$ cat src/rtl/tabdiv_pkg.sv
package tabdiv_pkg;
  localparam int CODE_W  = 4;
  localparam int DIV_W   = 6;
  localparam int REG_W   = 16;
  localparam int DIS_BIT = 8;
  localparam int ERR_BIT = 15;
  localparam logic [CODE_W-1:0] RST_CODE = CODE_W'(1);
  localparam logic [DIV_W-1:0]  RST_DIV  = DIV_W'(3);

  typedef struct packed {
    logic             ok;
    logic [DIV_W-1:0] div;
  } div_sel_t;

  function automatic div_sel_t decode_code(input logic [CODE_W-1:0] c);
    div_sel_t r;
    r.ok = 1'b1;
    case (c)
      4'd1:    r.div = DIV_W'(3);
      4'd2:    r.div = DIV_W'(4);
      4'd3:    r.div = DIV_W'(6);
      4'd4:    r.div = DIV_W'(8);
      4'd5:    r.div = DIV_W'(12);
      4'd6:    r.div = DIV_W'(16);
      4'd7:    r.div = DIV_W'(18);
      4'd8:    r.div = DIV_W'(24);
      4'd10:   r.div = DIV_W'(36);
      4'd11:   r.div = DIV_W'(48);
      default: begin r.ok = 1'b0; r.div = RST_DIV; end
    endcase
    return r;
  endfunction
endpackage

$ cat src/rtl/tabdiv_ctrl.sv
module tabdiv_ctrl
  import tabdiv_pkg::*;
(
  input  logic              clk,
  input  logic              rst_n,
  input  logic              wr_en,
  input  logic [REG_W-1:0]  wr_data,
  output logic [REG_W-1:0]  rd_data,
  output logic [DIV_W-1:0]  div_req,
  output logic              run_req
);
  logic [CODE_W-1:0] code_q;
  logic              dis_q;
  logic              err_q;
  div_sel_t          wr_sel;
  div_sel_t          cur_sel;
  logic              unused_bits;

  assign wr_sel      = decode_code(wr_data[CODE_W-1:0]);
  assign cur_sel     = decode_code(code_q);
  assign unused_bits = ^{wr_data[REG_W-1:DIS_BIT+1], wr_data[DIS_BIT-1:CODE_W]};

  always_ff @(posedge clk) begin
    if (!rst_n) begin
      code_q <= RST_CODE;
      dis_q  <= 1'b1;
      err_q  <= 1'b0;
    end else if (wr_en) begin
      if (wr_sel.ok) begin
        code_q <= wr_data[CODE_W-1:0];
        dis_q  <= wr_data[DIS_BIT];
      end else begin
        err_q  <= 1'b1;
      end
    end
  end

  always_comb begin
    rd_data                 = '0;
    rd_data[CODE_W-1:0]     = code_q;
    rd_data[DIS_BIT]        = dis_q;
    rd_data[ERR_BIT]        = err_q;
  end

  assign div_req = cur_sel.div;
  assign run_req = ~dis_q;

  AST_CODE_LEGAL: assert property (@(posedge clk) disable iff (!rst_n)
    cur_sel.ok);
  AST_INVALID_KEEPS: assert property (@(posedge clk) disable iff (!rst_n)
    (wr_en && !wr_sel.ok) |=> ($stable(code_q) && $stable(dis_q)));
  AST_ERR_STICKY: assert property (@(posedge clk) disable iff (!rst_n)
    err_q |=> err_q);
endmodule

$ cat src/rtl/tabdiv_gen.sv
module tabdiv_gen
  import tabdiv_pkg::*;
(
  input  logic             clk,
  input  logic             rst_n,
  input  logic [DIV_W-1:0] div_req,
  input  logic             run_req,
  output logic             clk_out,
  output logic             period_tick
);
  logic [DIV_W-1:0] cnt_q, div_q;
  logic             run_q;
  logic             last;
  logic [DIV_W-1:0] cnt_n, div_n;
  logic             run_n;

  assign last  = (cnt_q == div_q - DIV_W'(1));
  assign cnt_n = last ? '0 : cnt_q + DIV_W'(1);
  assign div_n = last ? div_req : div_q;
  assign run_n = last ? run_req : run_q;

  always_ff @(posedge clk) begin
    if (!rst_n) begin
      cnt_q       <= '0;
      div_q       <= RST_DIV;
      run_q       <= 1'b0;
      clk_out     <= 1'b0;
      period_tick <= 1'b0;
    end else begin
      cnt_q       <= cnt_n;
      div_q       <= div_n;
      run_q       <= run_n;
      clk_out     <= run_n && (cnt_n < (div_n >> 1));
      period_tick <= run_n && (cnt_n == '0);
    end
  end

  AST_CNT_RANGE: assert property (@(posedge clk) disable iff (!rst_n)
    cnt_q < div_q);
  AST_DIV_HELD: assert property (@(posedge clk) disable iff (!rst_n)
    (cnt_q != '0) |-> ($stable(div_q) && $stable(run_q)));
  AST_TICK_ON_RISE: assert property (@(posedge clk) disable iff (!rst_n)
    $rose(clk_out) |-> period_tick);
  AST_TICK_HIGH: assert property (@(posedge clk) disable iff (!rst_n)
    period_tick |-> clk_out);
  AST_STOP_LOW: assert property (@(posedge clk) disable iff (!rst_n)
    !run_q |-> (!clk_out && !period_tick));
endmodule

$ cat src/rtl/table_clk_div.sv
module table_clk_div
  import tabdiv_pkg::*;
(
  input  logic             clk,
  input  logic             rst_n,
  input  logic             wr_en,
  input  logic [REG_W-1:0] wr_data,
  output logic [REG_W-1:0] rd_data,
  output logic             clk_out,
  output logic             period_tick
);
  logic [DIV_W-1:0] div_req;
  logic             run_req;

  tabdiv_ctrl u_ctrl (
    .clk     (clk),
    .rst_n   (rst_n),
    .wr_en   (wr_en),
    .wr_data (wr_data),
    .rd_data (rd_data),
    .div_req (div_req),
    .run_req (run_req)
  );

  tabdiv_gen u_gen (
    .clk         (clk),
    .rst_n       (rst_n),
    .div_req     (div_req),
    .run_req     (run_req),
    .clk_out     (clk_out),
    .period_tick (period_tick)
  );

  AST_RESET_QUIET: assert property (@(posedge clk) disable iff (!rst_n)
    $past(!rst_n) |-> (!clk_out && !period_tick));
endmodule

$ cat config.mk
export PLATFORM = sky130hd
export DESIGN_NAME = table_clk_div
export DESIGN_NICKNAME = d
export VERILOG_FILES = /design/src/rtl/tabdiv_pkg.sv /design/src/rtl/tabdiv_ctrl.sv /design/src/rtl/tabdiv_gen.sv /design/src/rtl/table_clk_div.sv
export SDC_FILE = /design/constraint.sdc
export NUM_CORES = 1
export LEC_CHECK = 0
export BUFFER_PORTS_ARGS = -buffer_cell sky130_fd_sc_hd__buf_2
export CORE_MARGIN = 2
export CORE_UTILIZATION = 48
export CTS_CLUSTER_SIZE = 8
export DETAILED_ROUTE_END_ITERATION = 12
export PLACE_DENSITY = 0.74
export SLEW_MARGIN = 10
export SYNTH_ARGS = -nofsm -noshare
export SYNTH_HDL_FRONTEND = slang
export SYNTH_SLANG_ARGS = --single-unit
$ cat constraint.sdc
create_clock -name clk -period 4.5 [get_ports clk]
set_clock_uncertainty 0.2 [all_clocks]
set_input_delay 0 -clock clk [delete_from_list [all_inputs] [get_ports clk]]
set_output_delay 0 -clock clk [all_outputs]
set_load 0.01 [all_outputs]
**After elaboration in Yosys (flattened, before gate mapping)**

Index checks and enable logic that the tools add are counted.

- Word-level logic and storage cells: 45
- Register bits after elaboration: 21
- Output and inout port bits: 18

- Order comparisons: 1
- Add/subtract/negate cells: 2
- Muxes and demuxes: 5
- Reduce and logical (&&, ||, !) cells: 6
- Equal/unequal tests: 20
- Bitwise operators: 2

Operators with widths:

| operator | number |
|---|---|
| case mux 6 bit (9 select lines) | 1 |
| equality test 4 x 3 -> 1 bit, second input constant | 8 |
| equality test 4 bit, second input constant | 6 |
| equality test 4 x 2 -> 1 bit, second input constant | 4 |
| two-way mux 6 bit | 2 |
| OR reduction 10 bit | 1 |
| adder 6 x 1 -> 6 bit, second input constant | 1 |
| equality test 6 bit | 1 |
| zero test 6 bit | 1 |
| less-than comparator 6 x 5 -> 1 bit | 1 |
| subtractor 6 x 1 -> 6 bit, second input constant | 1 |
| equality test 4 x 1 -> 1 bit, second input constant | 1 |
| AND reduction 2 bit | 2 |
| logical AND 1 bit | 2 |
| two-way mux 1 bit | 2 |
| inverter 1 bit | 2 |

**Longest topological paths before layout**

Gate-level depths: netlist (run 1).

- Word-level depth: 5
- Gate-level depth with buffers: 14

**Modules after synthesis**

From an unflattened synthesis (run 1), not the netlist that was laid out.

- Cells, all modules: 174
- Area total of the unflattened synthesis: 1,495.2 µm²

By module, submodules not included:

| module | area each (µm²) | cells an instance | seq. area each (µm²) | times used |
|---|---|---|---|---|
| tabdiv_gen | 988.4 | 107 | 300.3 | 1 |
| tabdiv_ctrl | 506.7 | 67 | 120.1 | 1 |

**Worst setup path before layout (run 1)**

Ideal clock, no wire load.

- Path kind: reg2reg
- Start point: reg u_gen.div_q[0]
- End point: reg u_gen.clk_out
- Cell stages (with the launch flop): 13
- Data required time: 4,234 ps
- Setup slack: 1,342 ps
- Data arrival time: 2,892 ps
- Path buffers: 0
- Setup time: 66 ps
- Period minus slack after synthesis: 3,158 ps
- Cell sequence: dfxtp_1 inv_1 ha_1 nor2b_1 or3_1 a31o_1 or2_1 mux2_1 ha_1 a21oi_1 nor2b_1 a2111o_1 a21oi_2

- Cells in the longest elaborated chain, start to end: 5
- Elaborated cells on any way between the ends: 7
- Those cells by class: 1 x add/sub; 1 x order compare; 1 x eq/ne; 3 x mux; 1 x reduce/logical

RTL lines:

| item | RTL line | RTL |
|---|---|---|
| from (decl) | tabdiv_gen.sv:11 | `logic [DIV_W-1:0] cnt_q, div_q;` |
| from (signal assigned) | tabdiv_gen.sv:31 | `div_q <= div_n;` |
| subtractor 6 x 1 -> 6 bit (*) | tabdiv_gen.sv:17 | `assign last = (cnt_q == div_q - DIV_W'(1));` |
| equality test 6 bit (*) | tabdiv_gen.sv:17 |  |
| two-way mux 6 bit, on equally long branches | tabdiv_gen.sv:18, tabdiv_gen.sv:19 |  |
| less-than comparator 6 x 5 -> 1 bit | tabdiv_gen.sv:33 | `clk_out <= run_n && (cnt_n < (div_n >> 1));` |
| logical AND 1 bit (*) | tabdiv_gen.sv:33 |  |
| to (signal assigned) | tabdiv_gen.sv:33 |  |
| to (decl) | tabdiv_gen.sv:8 | `output logic clk_out,` |

Mark *: on every way between the ends. The rest lies on a longest branch, timed or not.
A chain may end at the register's enable or synchronous reset.

**Worst setup path in the final report (run 1)**

Same ends and word-level chain as after synthesis.

==> results of run 1 <==
## registers in the layout (all words and copies together) (netlist names)
register and flops:
u_gen.period_tick 1, u_ctrl.dis_q 1, u_gen.run_q 1, u_ctrl.code_q 4, u_gen.div_q 6, u_gen.cnt_q 6
u_gen.clk_out 1, u_ctrl.err_q 1
## synthesized netlist by cell type
library cell  number  share of area
inv_1              5          0.014
inv_2              2         0.0057
a2111o_1           1         0.0086
or2_1              1         0.0048
nand2b_1           1         0.0048
nand2_1           11          0.032
o211ai_1           4          0.023
nor3_1             3          0.011
nand4b_1           1         0.0067
or3_1              4          0.019
a31o_1             1         0.0067
mux2_1             1         0.0086
conb_1             1         0.0029
a31oi_1            2         0.0096
mux2i_1            8          0.061
buf_2              2         0.0077
dfxtp_1           21           0.32
o31ai_1            1         0.0057
buf_4             12          0.069
nand3_1            9          0.034
and3_1             1         0.0048
a21oi_1           12          0.046
or4b_1             1         0.0077
xor2_1             4          0.027
a21o_1             1         0.0057
ha_1               6          0.057
or3_4              1         0.0086
and2_1             1         0.0048
nor4_1             2         0.0096
xnor2_1            7          0.047
nor2_1            15          0.043
a21oi_2            1         0.0067
and3b_1            1         0.0067
o21ai_0            2         0.0077
a221oi_1           1         0.0067
nor2b_1            8          0.038
a31o_2             1         0.0067
clkbuf_1           3         0.0086
## per-layer routing
layer	GRT usage	routed length, microns	up-vias
met4	0.0578	43	0
met3	0.0279	120	4
met1	0.233	1180	534
li1	-	-	576
met5	0	0	-
met2	0.297	1320	38
## cells in the final DEF, fill, tap and decap left out, types with 2 or more instances in the layout
| master | Yosys | final |
|---|---|---|
| dfxtp_1 | 21 | 21 |
| nor2_1 | 15 | 15 |
| buf_2 | 2 | 15 |
| dlygate4sd3_1 | 0 | 13 |
| a21oi_1 | 12 | 12 |
| nand2_1 | 11 | 11 |
| conb_1 | 1 | 10 |
| nand3_1 | 9 | 9 |
| nor2b_1 | 8 | 8 |
| mux2i_1 | 8 | 8 |
| xnor2_1 | 7 | 7 |
| ha_1 | 6 | 6 |
| inv_1 | 5 | 5 |
| or3_1 | 4 | 4 |
| xor2_1 | 4 | 4 |
| o211ai_1 | 4 | 4 |
| nor3_1 | 3 | 3 |
| clkbuf_4 | 0 | 3 |
| inv_2 | 2 | 2 |
| o21ai_0 | 2 | 2 |
| a31oi_1 | 2 | 2 |
| nor4_1 | 2 | 2 |
## kinds of logic after synthesis
group	count (synthesis)	synth area share
compound gates	27	0.133
other cells	1	0.00287
mux	9	0.0699
xor+xnor	11	0.0737
fa+ha+maj	6	0.0574
buf+inv	24	0.105
flops	21	0.322
simple gates	60	0.236
## cell type report
class	instances	area [sq um]
multi-input cells	123	783
inverters	7	26.3
well taps	30	37.5
repair buffers	28	205
fillers	230	1020
clock buffers	4	26.3
flip-flops and latches	21	420
## stage by stage
step                      std cells  instance area [sq um]  power, mW
final                           213                   1500      0.671
after global routing            213                   1500      0.732
after CTS                       213                   1500      0.669
after detailed placement        196                   1340      0.570
after global placement          196                   1340      0.561
after floorplan                 168                   1340      0.515
## what timing repair did
item / 4_1_cts / 5_1_grt
resized for setup: 0 / 0
hold buffers: 13 / 0
setup endpoints to repair: 0 / 0
hold endpoints to repair: 20 / 0
## power breakdown
part           switching [mW]  leakage (nW)  internal, mW
clock                  0.0565        0.0150        0.0345
sequential             0.0383         0.171         0.213
combinational           0.183         0.500         0.145
total                   0.278         0.686         0.392
## worst max path at each step
stage	startpoint	end	slack, ns	depth (start not counted)
after detailed placement	u_gen.div_q[0]$_SDFFE_PN1N_	u_gen.clk_out$_SDFF_PN0_	0.93	12
final	u_gen.div_q[0]$_SDFFE_PN1N_	u_gen.clk_out$_SDFF_PN0_	0.88	12
after global routing	u_gen.div_q[0]$_SDFFE_PN1N_	u_gen.clk_out$_SDFF_PN0_	0.71	12
after CTS	u_gen.div_q[0]$_SDFFE_PN1N_	u_gen.clk_out$_SDFF_PN0_	0.89	12
after global placement	u_gen.div_q[0]$_SDFFE_PN1N_	u_gen.clk_out$_SDFF_PN0_	0.97	12
after floorplan	u_gen.div_q[0]$_SDFFE_PN1N_	u_gen.clk_out$_SDFF_PN0_	1.34	12
## tightest hold or removal path: cells and delay by family (launching register included)
kind,cells,cell delay [ns]
and+or+nand+nor,1,0.05
AOI/OAI and AO/OA,1,0.05
DFF,1,0.33
==> flow_metrics.py, run 1 <==
metrics = {
    "status": {
        "status": "complete, no violations",
    },
    "route": {
        "wl_per_cell_microns": 12.5,
        "drt_iter0_drc": 36,
        "ant_nets": 0,
        "via_per_inst": 5.41,
        "vias": 1152,
        "routed_wl_microns": 2660,
        "first_pass_iters": 5,
        "drc": 0,
    },
    "timing": {
        "rsz0062_at_grt": "no",
        "drv_slew": 0,
        "max_freq_ghz": 0.277,
        "post-route-min-period_ns": 3.62,
        "hold_slack_ns": 0.272,
        "finalSetupTns_ns": 0,
        "fin_crit_sh": 0.804,
        "worst_slack_ns": 0.884,
        "finalHoldViolations": 0,
        "finalSetupViolCount": 0,
    },
    "final_layout": {
        "drive_gt1_frac": 0.126,
        "area_delta_synth_final_pct": 14.6,
        "post-route-util": 0.594,
        "fin_nets": 209,
        "antenna_cells": 0,
    },
    "die": {
        "die_area_sq_um": 3160,
        "start_util": 0.518,
        "core_area_sq_um": 2520,
        "rows": 18,
        "chipHeight_microns": 56.2,
        "die_w_microns": 56.2,
        "pin_count": 37,
    },
    "global_routing": {
        "grt_overflow": 0,
        "grt_antenna_before_repair": 0,
        "grt_pass1_vias": 1061,
        "grt_use_total": 0.178,
        "grt_pass1_wl_microns": 4530,
        "grt_max_degree": 13,
    },
    "clocking": {
        "postCtsSetupBuffers": 0,
        "clock_latency_ns": 0.30,
        "clk_pin_slew_ns": 0.12,
        "clockRootBuffer": "clkbuf_4",
        "cts_tree": "yes",
        "cts_made_buffers": 3,
        "htree_levels": 1,
        "cts.sinks": 21,
        "cts_buffer_depth": 2,
    },
    "power": {
        "p_per_area_nw_per_um2": 447,
        "p_leak_nw": 0.686,
        "ir_worst_vdd_mv": 0.388,
    },
    "worst_setup_path": {
        "critPathCaptureType": "flop",
        "startpoint_type": "flop",
        "rr_startpoint": "u_gen.div_q[0]$_SDFFE_PN1N_",
        "r2r_end": "u_gen.clk_out$_SDFF_PN0_",
        "cp.arrival_ns": 3.66,
        "cp_max_fo": 12,
        "worst-r2r-cell-count": 12,
        "rrSetupSlack_ns": 0.88,
        "crit_chain": "inv_1 > ha_1 > nor2b_1 > or3_1 > a31o_1 > or2_1 > mux2_1 > ha_1 > a21oi_1 > nor2b_1 > a2111o_1 > a21oi_2",
        "critPathTopFamily": "simple AND/OR/NAND/NOR gates",
        "crit_type": "flop to flop",
        "critPathBufInv": 1,
        "max_stage_delay_ns": 0.45,
        "slowest_stage": "dfxtp_1",
        "crit_required_ns": 4.54,
    },
    "placement": {
        "dpl.hpwl_microns": 1810,
        "place.gp.congestion": 0.873,
        "dpl_worst_slack_ns": 0.931,
        "portBuffers": 15,
    },
    "synthesis": {
        "yosysUniqueCellTypes": 38,
        "syn-cell-area_sq_um": 1310,
        "ys_ff_latch": 21,
        "syn_inst": 159,
        "seq_area_frac_synth": 0.322,
        "yosysWarnings": 0,
        "syn_area_per_cell_sq_um": 8.22,
    },
    "min_path": {
        "min_path_cells": 2,
        "hold_start": "u_gen.run_q$_SDFF_PN0_",
        "hold_path_end": "u_gen.run_q$_SDFF_PN0_",
        "hold_path_class": "flop to flop",
    },
    "job": {
        "maxCapViolations": 0,
    },
}
Power figures use the tool's default switching activity.
==> run 2: changes to the inputs <==
- ABC_AREA: unset -> 1
- clock period: 4.5 -> 3.4 ns (I/O delays scaled with it)
==> flow_metrics.py, run 2 <==
metrics = {
    "clocking": {
        "cts_made_buffers": 3,
        "clock_latency_ns": 0.31,
        "cts_tree": "yes",
        "cts_resized": 0,
        "clk_pin_slew_ns": 0.12,
        "htree_levels": 1,
        "clockRootBuffer": "clkbuf_4",
        "cts_buffer_depth": 2,
        "postCtsSetupBuffers": 0,
        "cts.sinks": 21,
    },
    "final_layout": {
        "layout.cells.most_common_list": "49 x nand2_1, 24 x inv_1, 24 x nor2_1",
        "top_regs": "u_gen.cnt_q (6), u_gen.div_q (6), u_ctrl.code_q (4)",
        "antenna_cells": 0,
        "drive_gt1_frac": 0.160,
        "fin_nets": 257,
        "n_fill_cell": 244,
        "mostFrequentLayoutCell": "nand2_1",
        "area_delta_synth_final_pct": 14.2,
    },
    "power": {
        "p_per_area_nw_per_um2": 741,
        "p_leak_nw": 0.783,
        "ir_worst_vdd_mv": 0.566,
        "seq_power_share": 0.300,
        "p_clk_frac": 0.104,
        "finalPower_mw": 1.17,
        "netSwitchingPower_mw": 0.568,
        "intPower_mw": 0.601,
        "netSwitchingFraction": 0.486,
        "power_frac_comb": 0.596,
    },
    "worst_setup_path": {
        "cp_max_fo": 16,
        "crit_required_ns": 3.46,
        "max_stage_delay_ns": 0.43,
        "cp.arrival_ns": 2.86,
        "critPathBufInv": 4,
        "critPathTopFamily": "simple AND/OR/NAND/NOR gates",
        "slowest_stage": "dfxtp_1",
        "critPathCaptureType": "flop",
        "crit_type": "flop to flop",
        "startpoint_type": "flop",
        "crit_chain": "inv_2 > ha_1 > inv_1 > nand2_1 > nand3_1 > nand2_1 > inv_2 > nand3_2 > nor2_8 > inv_2 > o21ai_1 > ha_1 > a21oi_1 > nor2_1 > nor3_1 > nand2_1 > a21oi_1",
    },
    "min_path": {
        "hold_path_class": "input port to flop",
    },
    "synthesis": {
        "yosysUniqueCellTypes": 31,
        "synth_ff_type": "dfxtp_1",
        "syn-cell-area_sq_um": 1380,
        "seq_area_frac_synth": 0.305,
        "synth_area_leaders": "dfxtp_1 30%, nand2_1 13%, buf_4 6.5%",
        "synth_edf_count": 0,
        "synthArstFlopShare": 0,
        "netlist_top_cells_count": "49 x nand2_1, 24 x inv_1, 24 x nor2_1",
        "yosysTopAreaCell": "dfxtp_1",
        "ys_ff_latch": 21,
        "syn_area_per_cell_sq_um": 6.77,
        "yosysTopAreaCellShare": 0.305,
        "yosysWarnings": 0,
        "synth.most_common_cell": "nand2_1",
        "syn_inst": 204,
    },
    "route": {
        "routed-wl-met2_microns": 1410,
        "via_per_inst": 4.77,
        "drt_iter0_drc": 26,
        "dr_wl_met3_microns": 76,
        "drc": 0,
        "topRoutingLayerUsed": "met4",
        "first_pass_iters": 4,
        "vias": 1250,
        "routed_wl_microns": 2900,
        "wl_per_cell_microns": 11.1,
        "wl_met1_microns": 1340,
        "ant_nets": 0,
    },
    "global_routing": {
        "grt_pass1_wl_microns": 4770,
        "grt_max_degree": 17,
        "grt_use_total": 0.183,
        "grt_pass1_vias": 1103,
        "grt_overflow": 0,
        "grt_antenna_before_repair": 0,
    },
    "die": {
        "die_area_sq_um": 3320,
        "die_w_microns": 57.6,
        "start_util": 0.505,
        "rows": 19,
        "core_area_sq_um": 2730,
        "chipHeight_microns": 57.6,
        "pin_count": 37,
    },
    "placement": {
        "dpl.hpwl_microns": 2100,
        "portBuffers": 15,
        "place.gp.congestion": 0.852,
    },
    "status": {
        "status": "complete, no violations",
    },
    "timing": {
        "max_freq_ghz": 0.356,
        "post-route-min-period_ns": 2.81,
        "rsz0062_at_grt": "no",
        "fin_crit_sh": 0.825,
        "finalSetupTns_ns": 0,
        "drv_slew": 0,
        "finalHoldViolations": 0,
        "hold_slack_ns": 0.329,
        "finalSetupViolCount": 0,
    },
    "job": {
        "maxCapViolations": 0,
    },
}
run 2: cell types whose count changed after synthesis, sizes merged, moves of 3 or more:
cell / before / now
or3: 5 / 0
inv: 7 / 29
mux2i: 8 / 0
nand3: 9 / 14
a21oi: 13 / 7
xnor2: 7 / 2
o21ai: 2 / 10
nor2: 15 / 29
o211ai: 4 / 1
nor2b: 8 / 0
nand2: 11 / 52
run 2: metrics by stage:
stage / std cells / setup WS [ns] / util / instance area, sq um
after global routing: 262 / 0.365 / 0.577 / 1580
after global placement: 245 / 0.605 / 0.519 / 1420
final: 262 / 0.594 / 0.577 / 1580
after floorplan: 213 / 0.958 / - / 1410
after CTS: 262 / 0.577 / 0.577 / 1580
after detailed placement: 245 / 0.632 / 0.519 / 1420
run 2: final cells by class:
type,count,area [sq um],share of cell area
Multi-Input combinational cell,148,772,0.490
Sequential cell,21,420,0.267
Timing Repair Buffer,28,205,0.130
Inverter,30,113,0.0714
Tap cell,31,38.8,0.0246
Clock buffer,3,22.5,0.0143
Clock inverter,1,5.00,0.00317
run 2: worst register-to-register path: cells and delay by family (launching register included):
| family | cells | cell delay, ns |
|---|---|---|
| buffers and inverters | 4 | 0.31 |
| DFF | 1 | 0.43 |
| adders and majority gates | 2 | 0.52 |
| and+or+nand+nor | 8 | 0.83 |
| AOI/OAI and AO/OA | 3 | 0.46 |
run 2: what timing repair did:
action,CTS,global route
hold endpoints to repair,10,0
hold buffers,13,0
endpoints found under the setup margin,0,0
run 2: cell families (layout without fill, tap and decap cells):
group | Yosys count | count (layout) | synth area share
other cells | 1 | 10 | 0.00272
simple gates | 102 | 102 | 0.326
fa+ha+maj | 6 | 6 | 0.0544
xor+xnor | 6 | 6 | 0.0381
compound gates | 24 | 24 | 0.113
flops | 21 | 21 | 0.305
buf+inv | 44 | 62 | 0.160
run 2: power by group through the flow:
stage / registers, mW / clock network (mW) / logic, mW
2_1_floorplan: 0.349 / 0 / 0.589
3_3_place_gp: 0.353 / 0 / 0.665
3_5_place_dp: 0.355 / 0 / 0.678
4_1_cts: 0.350 / 0.124 / 0.696
5_1_grt: 0.356 / 0.131 / 0.794
6_report: 0.350 / 0.122 / 0.696
run 2: path summary, 6_finish.rpt:
| path | start | endpoint | slack (ns) | cells after the start |
|---|---|---|---|---|
| max reg2reg | u_gen.div_q[0]$_SDFFE_PN1N_ | u_gen.clk_out$_SDFF_PN0_ | 0.59 | 17 |
| max | u_gen.div_q[0]$_SDFFE_PN1N_ | u_gen.clk_out$_SDFF_PN0_ | 0.59 | 17 |
| min reg2reg | u_gen.run_q$_SDFF_PN0_ | u_gen.run_q$_SDFF_PN0_ | 0.34 | 2 |
| min | rst_n | u_gen.div_q[1]$_SDFF_PN1_ | 0.33 | 3 |
run 2: metal layers:
metal / track usage / vias to the layer above
met2: 0.333 / 23
met5: 0 / -
met3: 0.0156 / 7
li1: - / 679
met4: 0.0831 / 0
met1: 0.218 / 541
==> run 3: changes to the inputs <==
- clock period: 3.4 -> 2.82 ns (I/O delays scaled with it)
==> flow_metrics.py, run 3 (same netlist as run 2, synthesis figures left out) <==
metrics = {
    "route": {
        "dr_wl_met3_microns": 77,
        "via_per_inst": 4.83,
        "routed-wl-met2_microns": 1470,
        "wl_per_cell_microns": 11.1,
        "first_pass_iters": 4,
        "ant_nets": 0,
        "drc": 0,
        "topRoutingLayerUsed": "met4",
        "vias": 1276,
        "wl_met1_microns": 1330,
        "drt_iter0_drc": 15,
        "routed_wl_microns": 2940,
    },
    "status": {
        "status": "complete, no violations",
    },
    "timing": {
        "hold_slack_ns": 0.330,
        "finalSetupViolCount": 0,
        "rsz0062_at_grt": "no",
        "drv_slew": 0,
        "post-route-min-period_ns": 2.61,
        "finalSetupTns_ns": 0,
        "finalHoldViolations": 0,
        "fin_crit_sh": 0.925,
        "max_freq_ghz": 0.383,
    },
    "die": {
        "start_util": 0.505,
        "core_area_sq_um": 2730,
        "die_w_microns": 57.6,
        "rows": 19,
        "chipHeight_microns": 57.6,
        "pin_count": 37,
        "die_area_sq_um": 3320,
    },
    "worst_setup_path": {
        "worst-r2r-cell-count": 19,
        "cp.arrival_ns": 2.62,
        "startpoint_type": "input port",
        "rr_startpoint": "u_gen.div_q[1]$_SDFF_PN1_",
        "r2r_end": "u_gen.clk_out$_SDFF_PN0_",
        "crit_required_ns": 2.83,
        "rrSetupSlack_ns": 0.24,
        "crit_type": "input port to flop",
        "cp_max_fo": 6,
        "critPathCaptureType": "flop",
    },
    "power": {
        "netSwitchingFraction": 0.469,
        "netSwitchingPower_mw": 0.709,
        "seq_power_share": 0.280,
        "p_leak_nw": 0.788,
        "p_per_area_nw_per_um2": 941,
        "intPower_mw": 0.803,
        "ir_worst_vdd_mv": 0.693,
        "p_clk_frac": 0.097,
        "power_frac_comb": 0.623,
    },
    "final_layout": {
        "layout.cells.most_common_list": "49 x nand2_1, 24 x inv_1, 24 x nor2_1",
        "fin_nets": 259,
        "top_regs": "u_gen.cnt_q (6), u_gen.div_q (6), u_ctrl.code_q (4)",
        "final-instance-count-excl-fill": 264,
        "drive_gt1_frac": 0.189,
        "area_delta_synth_final_pct": 16.4,
        "antenna_cells": 0,
        "mostFrequentLayoutCell": "nand2_1",
    },
    "placement": {
        "dpl.hpwl_microns": 2140,
        "portBuffers": 15,
        "post-place-cells": 247,
        "place.gp.congestion": 0.827,
    },
    "global_routing": {
        "grt_antenna_before_repair": 0,
        "grt_overflow": 0,
        "grt_pass1_vias": 1149,
        "grt_max_degree": 13,
        "grt_use_total": 0.185,
        "grt_pass1_wl_microns": 4810,
    },
    "clocking": {
        "clock_latency_ns": 0.31,
        "clockRootBuffer": "clkbuf_4",
        "cts_tree": "yes",
        "cts_made_buffers": 3,
        "cts.sinks": 21,
        "htree_levels": 1,
        "cts_buffer_depth": 2,
        "clk_pin_slew_ns": 0.12,
    },
    "job": {
        "maxCapViolations": 0,
    },
    "min_path": {
        "hold_path_class": "input port to flop",
        "min_path_cells": 4,
        "hold_path_end": "u_ctrl.code_q[2]$_SDFFE_PN0P_",
        "hold_start": "wr_data[2]",
    },
}
[run 3: changes by cell type in the layout (fill, tap and decap cells not counted)]
cell | before | now
buf_4 | 0 | 4
dlygate4sd3_1 | 13 | 11
a2bb2oi_1 | 1 | 0
a2bb2oi_2 | 0 | 1
dfxtp_1 | 21 | 20
dfxtp_2 | 0 | 1
ha_1 | 6 | 5
ha_4 | 0 | 1
[run 3: critical path: stages]
cell and delay, ns:
dlygate4sd3_1 0.55, buf_2 0.13, nor2_1 0.17, a2bb2oi_2 0.16
nand2_1 0.06, nand2_1 0.15, inv_1 0.12, nand2_1 0.07
dlygate4sd3_1 0.54, nand3_1 0.08, dlygate4sd3_1 0.58
[run 3: worst max path at each step]
stage | from | to | cells past startpoint
final | wr_data[0] | u_ctrl.dis_q$_SDFFE_PN1P_ | 11
after global routing | u_gen.div_q[1]$_SDFF_PN1_ | u_gen.clk_out$_SDFF_PN0_ | 19
after CTS | u_gen.div_q[0]$_SDFFE_PN1N_ | u_gen.clk_out$_SDFF_PN0_ | 15
after detailed placement | u_gen.div_q[0]$_SDFFE_PN1N_ | u_gen.clk_out$_SDFF_PN0_ | 15
after global placement | u_gen.div_q[0]$_SDFFE_PN1N_ | u_gen.clk_out$_SDFF_PN0_ | 14
after floorplan | u_gen.div_q[0]$_SDFFE_PN1N_ | u_gen.clk_out$_SDFF_PN0_ | 15
[run 3: timing repair]
action | CTS | global route
hold endpoints to repair | 10 | 0
resized for setup | 0 | 4
hold buffers | 11 | 0
buffers inserted | 0 | 2
setup endpoints to repair | 0 | 2
[run 3: final cells by class]
type                            instances  area, sq um
Fill cell                             259         1130
Multi-Input combinational cell        148          791
Sequential cell                        21          422
Timing Repair Buffer                   30          215
Inverter                               30          113
Tap cell                               31         38.8
Clock buffer                            3         22.5
Clock inverter                          1         5.00
[run 3: stage by stage]
stage	instance area [sq um]	worst slack (ns)	util	power [mW]
finish	1610	0.211	0.588	1.51
global route	1610	0.00367	0.588	1.65
CTS	1570	0.128	0.575	1.45
detailed placement	1430	0.163	0.524	1.29
global placement	1430	0.129	0.524	1.27
floorplan	1410	0.378	-	1.13
[run 3: per-layer routing]
layer / GRT usage / up-vias
met4: 0.0664 / 0
met3: 0.0156 / 7
met2: 0.334 / 21
met1: 0.229 / 567
met5: 0 / -
li1: - / 681
[run 3: power groups by stage]
stage | combinational (mW) | clock [mW] | sequential (mW)
floorplan | 0.710 | 0 | 0.421
global placement | 0.842 | 0 | 0.426
detailed placement | 0.859 | 0 | 0.429
CTS | 0.876 | 0.150 | 0.422
global route | 1.06 | 0.157 | 0.433
finish | 0.942 | 0.146 | 0.424
